--- src/rtl/hz_pkg.sv ---
package hz_pkg;
  localparam int unsigned REG_AW = 5;

  typedef struct packed {
    logic              we;
    logic [REG_AW-1:0] rd;
  } dst_t;

  localparam dst_t DST_NOP = '{we: 1'b0, rd: '0};
endpackage

--- src/rtl/hz_dest_chain.sv ---
// Shadow of the destination fields in the stages between decode and writeback.
module hz_dest_chain
  import hz_pkg::*;
#(
  parameter int unsigned DEPTH = 2
) (
  input  logic                  clk_i,
  input  logic                  rst_ni,
  input  logic                  stall_i,
  input  dst_t                  dec_dst_i,
  output dst_t [DEPTH-1:0]      stg_o
);
  dst_t [DEPTH-1:0] stg_q;

  for (genvar k = 0; k < DEPTH; k++) begin : g_stg
    if (k == 0) begin : g_head
      always_ff @(posedge clk_i or negedge rst_ni) begin
        if (!rst_ni)      stg_q[k] <= DST_NOP;
        else if (stall_i) stg_q[k] <= DST_NOP;
        else              stg_q[k] <= dec_dst_i;
      end
    end else begin : g_body
      always_ff @(posedge clk_i or negedge rst_ni) begin
        if (!rst_ni) stg_q[k] <= DST_NOP;
        else         stg_q[k] <= stg_q[k-1];
      end
    end
  end

  assign stg_o = stg_q;
endmodule

--- src/rtl/hz_src_cmp.sv ---
// One source operand against every tracked destination.
module hz_src_cmp
  import hz_pkg::*;
#(
  parameter int unsigned DEPTH = 2
) (
  input  logic [REG_AW-1:0] src_i,
  input  logic              used_i,
  input  dst_t [DEPTH-1:0]  stg_i,
  output logic              hit_o
);
  logic [DEPTH-1:0] match;

  for (genvar k = 0; k < DEPTH; k++) begin : g_cmp
    assign match[k] = stg_i[k].we && (stg_i[k].rd == src_i);
  end

  // r0 reads as zero; never a dependency
  assign hit_o = used_i && (src_i != '0) && (|match);
endmodule

--- src/rtl/hazard_stall_unit.sv ---
module hazard_stall_unit
  import hz_pkg::*;
#(
  parameter int unsigned CHK_DEPTH = 2,
  parameter int unsigned NUM_SRC   = 2
) (
  input  logic              clk_i,
  input  logic              rst_ni,
  input  logic [REG_AW-1:0] dec_rs_i,
  input  logic [REG_AW-1:0] dec_rt_i,
  input  logic              dec_rt_rd_i,
  input  logic [REG_AW-1:0] dec_rd_i,
  input  logic              dec_we_i,
  output logic              pc_hold_o,
  output logic              ifid_hold_o,
  output logic              idex_bubble_o
);
  logic [NUM_SRC-1:0][REG_AW-1:0] src;
  logic [NUM_SRC-1:0]             src_used;
  logic [NUM_SRC-1:0]             src_hit;
  dst_t [CHK_DEPTH-1:0]           stg;
  dst_t                           dec_dst;
  logic                           stall;

  assign src[0]      = dec_rs_i;
  assign src_used[0] = 1'b1;
  assign src[1]      = dec_rt_i;
  assign src_used[1] = dec_rt_rd_i;

  assign dec_dst.we = dec_we_i;
  assign dec_dst.rd = dec_rd_i;

  for (genvar s = 0; s < NUM_SRC; s++) begin : g_src
    hz_src_cmp #(.DEPTH(CHK_DEPTH)) u_cmp (
      .src_i  (src[s]),
      .used_i (src_used[s]),
      .stg_i  (stg),
      .hit_o  (src_hit[s])
    );
  end

  assign stall = |src_hit;

  hz_dest_chain #(.DEPTH(CHK_DEPTH)) u_chain (
    .clk_i     (clk_i),
    .rst_ni    (rst_ni),
    .stall_i   (stall),
    .dec_dst_i (dec_dst),
    .stg_o     (stg)
  );

  assign pc_hold_o     = stall;
  assign ifid_hold_o   = stall;
  assign idex_bubble_o = stall;
endmodule

--- config.mk ---
export PLATFORM = sky130hd
export DESIGN_NAME = hazard_stall_unit
export DESIGN_NICKNAME = d
export VERILOG_FILES = /design/src/rtl/hz_pkg.sv /design/src/rtl/hz_dest_chain.sv /design/src/rtl/hz_src_cmp.sv /design/src/rtl/hazard_stall_unit.sv
export SDC_FILE = /design/constraint.sdc
export NUM_CORES = 1
export LEC_CHECK = 0
export BUFFER_PORTS_ARGS = -buffer_cell sky130_fd_sc_hd__buf_2
export CORE_MARGIN = 2
export CORE_UTILIZATION = 40
export CTS_BUF_LIST = sky130_fd_sc_hd__clkbuf_4 sky130_fd_sc_hd__clkbuf_8 sky130_fd_sc_hd__clkbuf_16
export CTS_CLUSTER_DIAMETER = 40
export DETAILED_ROUTE_END_ITERATION = 10
export GPL_TIMING_DRIVEN = 1
export PLACE_DENSITY = 0.75
export SLEW_MARGIN = 20
export SYNTH_ARGS = -nofsm -noshare
export SYNTH_HDL_FRONTEND = slang
export SYNTH_SLANG_ARGS = --single-unit
export TNS_END_PERCENT = 30
--- constraint.sdc ---
create_clock -name clk_i -period 1.7 [get_ports clk_i]
set_input_delay 0.085 -clock clk_i [delete_from_list [all_inputs] [get_ports clk_i]]
set_output_delay 0.085 -clock clk_i [all_outputs]
set_load 0.05 [all_outputs]
==> run summary <==
Combinational logic is responsible for 24.2% of the overall power. The clock edge transition at the registers on the reported setup and hold paths is roughly 0.070 ns. The wire-length estimate of the detail-placed layout is 1.21 mm. Counting flops and latches in the post-synthesis netlist gives 12. The number of cells traversed by the worst register-to-register path is 7.

The worst slew margin relative to its limit is 81.8%. After layout, the design draws a total of 0.000731 W. For this run, the top clock speed supported by timing is roughly 0.6 GHz. The clock skew after layout is 0.000748 ns. The number of max-cap violations came out at 0. The worst ir drop on vdd came out at 0.000395 V. The leakage power figure is between 0.4 and 0.5 nW.

The initial core utilization came out at 43.1%. The number of nets in the final layout came out at 111. The number of clock sinks seen by CTS is 12. TritonCTS built the clock tree. The number of warnings issued by yosys came out at 0. When the netlist entered floorplanning its net count stood at 81.

The count of buffers added on input and output ports is 21. The power share of the clock group came out at 30.2%. The routed design could run at a clock period as short as 1.66 ns.

The number of flip-flops in the largest register is 12. The initial antenna violation count is 0. The final clock period utilization by the worst path came out at between 90% and 100%. A synthesized cell averages 10.6 um^2. The final number of setup-violating endpoints is 0. The number of unique standard cell types used by synthesis is 13.

The pin count of the biggest net entering global routing is 13. The flop-to-flop setup slack came out at 0.07 ns. Pin placement for this block handled 22 I/O pins. Setup repair after global routing could not meet its margin everywhere. The number of global-route vias before repair came out at 593.

The average detailed-routed wire length per instance is 14.6 um. In this run the worst hold path is classified as in2reg. The critical path data arrival time is 1.58 ns. The worst register-to-register path begins at u_chain.stg_o[7]$_DFF_PN0_. In this run the critical register-to-register path is captured at u_chain.stg_o[0]$_DFF_PN0_. The total via count after detailed routing is 549. The number of cells produced by synthesis is 62. The worst hold path begins at dec_rd_i[1]. Clock latency on the worst-skew pair, taken at its later pin, is 0.27 ns.

The worst hold margin came out at 0.0245 ns. The top cell types in the final layout, fill and taps aside, are xnor2_1, buf_2, dfrtp_1, inv_1. The detail route stage leaves a number of antenna-violating nets equal to 0. Global routing consumed, over all layers together, 19.1% of the routing resources. The routability congestion estimate from global placement is 0.728. The switching power share of the total came out at between 20% and 30%. In the final layout, the share of cells above drive strength 1 is 40.7%. The vias per cell is 5.13.

The sequential group share of total power is 45.5%. The capturing element type of the critical path is an output pin. The peak fanout along the critical path came out at 3. On the critical path, the stage with the largest delay is an instance of dfrtp_1. The buffer depth of the longest clock path came out at 2. The required time reported for the critical path endpoint came out at between 1.5 and 2 ns. The total wire length is between 1.5 and 2 mm. Power spread over the standard cell area amounts to between 800 and 900 nW/um^2. The setup TNS came out at 0 ns. Leaving out fill and tap cells, the most frequent cell in the layout is xnor2_1. The final-report hold violation count is 0.

The maximum level of the CTS H-tree came out at 1. In this design, the stage delay of the slowest critical-path cell is approximately 0.43 ns. Counting the fill cells in the layout gives 151. The category of the worst setup path launch point is a register. The critical path is of the reg2out type. The net switching power figure is approximately 0.0002 W. The die height came out at 44.5 um. For this run the aggregate overflow at the end of global routing stands at 0. The end of the worst hold path is u_chain.stg_o[1]$_DFF_PN0_. The clock buffer count from CTS is 3.

In this run, the number of DRC markers left after iteration 0 of detailed routing was 1. The buffer and inverter count on the worst path is 1. The flow ran to the end, and the final reports show no timing, DRC or antenna violations. The die area came out at 1980 um^2.

The worst hold path stage count is 3. The kind of cell adding the most delay to the critical path is flip-flops. From synthesis to final layout, the design area changed by 37.7%. The mapped netlist covers 657 um^2. The wire length of the first global-routing pass came out at 2.53 mm. The placeable core region came out at between 1500 and 2000 um^2. The final number of max-transition violations came to 0.

The horizontal extent of the die is 44.5 um. The slew at the pin closest to its max-slew limit is 0.273 ns. The standard-cell row count came out at 14. For this run, design rule violations remaining after detail routing come to 0.

The diode insertion count for antenna repair is 0. Internal power comes to 0.000530 W. The critical path goes through xnor2_1 -> nand4_1 -> o22ai_2 -> a22o_4 -> buf_6.

Summing the sequential cell areas from Yosys gives 45.7% of the chip area. In this run the clock root is driven by a clkbuf_4. The number of search-and-repair iterations in the first detailed-routing pass came out at 2.
==> tightest hold or removal path, delay by kind of cell <==
family | cells | cell delay (ns)
buf+inv | 2 | 0.13
compound gates | 1 | 0.04
==> stage by stage <==
| stage | area [um^2] | utilization (%) | setup slack [ns] | instances |
|---|---|---|---|---|
| 3_5_place_dp | 790 | 51.8 | 0.141 | 99 |
| 5_1_grt | 905 | 59.4 | -0.0447 | 107 |
| 4_1_cts | 863 | 56.7 | 0.00213 | 105 |
| 3_3_place_gp | 790 | 51.8 | 0.166 | 99 |
| 2_1_floorplan | 664 | - | 0.0774 | 62 |
| 6_report | 905 | 59.4 | 0.0390 | 107 |
==> cells by family (layout without fill, tap and decap cells) <==
kind of cell    Yosys count  after routing  share of synthesized area (%)
xor+xnor                 20             20                           26.7
flops                    12             12                           45.7
simple gates             12             12                           9.14
compound gates           10             10                           12.8
buf+inv                   8             37                           5.71
==> power by group through the flow <==
stage | logic, W | registers [W] | clock network, W
floorplan | 0.000104 | 0.000331 | 0
global placement | 0.000150 | 0.000335 | 0
detailed placement | 0.000155 | 0.000338 | 0
CTS | 0.000167 | 0.000333 | 0.000228
global route | 0.000193 | 0.000337 | 0.000243
finish | 0.000177 | 0.000333 | 0.000221
==> worst max path at each step <==
stage,start,to,cells past startpoint
3_3_place_gp,dec_rt_i[1],pc_hold_o,5
6_report,u_chain.stg_o[7]$_DFF_PN0_,ifid_hold_o,5
4_1_cts,u_chain.stg_o[7]$_DFF_PN0_,ifid_hold_o,5
2_1_floorplan,u_chain.stg_o[6]$_DFF_PN0_,ifid_hold_o,5
5_1_grt,u_chain.stg_o[7]$_DFF_PN0_,idex_bubble_o,5
3_5_place_dp,dec_rt_i[1],ifid_hold_o,5
==> synthesized netlist by cell type <==
cell type / number / share of area [%]
a221oi_1: 6 / 8.0
a22o_2: 1 / 1.5
o22ai_1: 2 / 1.9
nand2_1: 5 / 2.9
inv_1: 6 / 3.4
nor3_1: 1 / 0.76
nand4_1: 4 / 3.8
buf_4: 2 / 2.3
xnor2_1: 20 / 27
nor2_1: 1 / 0.57
o21a_2: 1 / 1.3
or4_1: 1 / 1.1
dfrtp_1: 12 / 46
==> metal layers <==
| layer | up-vias | wire length, um | part of all wire, % | track usage [%] |
|---|---|---|---|---|
| met5 | - | 0 | 0 | 0 |
| met4 | 0 | 38 | 2.4 | 12.7 |
| met3 | 4 | 79 | 5.1 | 4.08 |
| met2 | 22 | 844 | 54 | 33.3 |
| met1 | 250 | 597 | 38 | 20.3 |
| li1 | 273 | - | - | - |
==> what timing repair did <==
action	CTS	global route
pin swaps	1	7
buffers inserted	1	2
gates resized for setup	5	6
endpoints found under the setup margin	3	3
hold buffers	1	0
endpoints found under the hold margin	12	0
==> area by class of cell <==
cell class / instances / area, um^2 / area share (%)
multi-input cells: 42 / 353 / 39.0
flip-flops and latches: 12 / 302 / 33.3
repair buffers: 27 / 171 / 18.9
clock buffers: 4 / 36.3 / 4.01
inverters: 6 / 22.5 / 2.49
well taps: 16 / 20.0 / 2.21
Power figures use the tool's default switching activity.
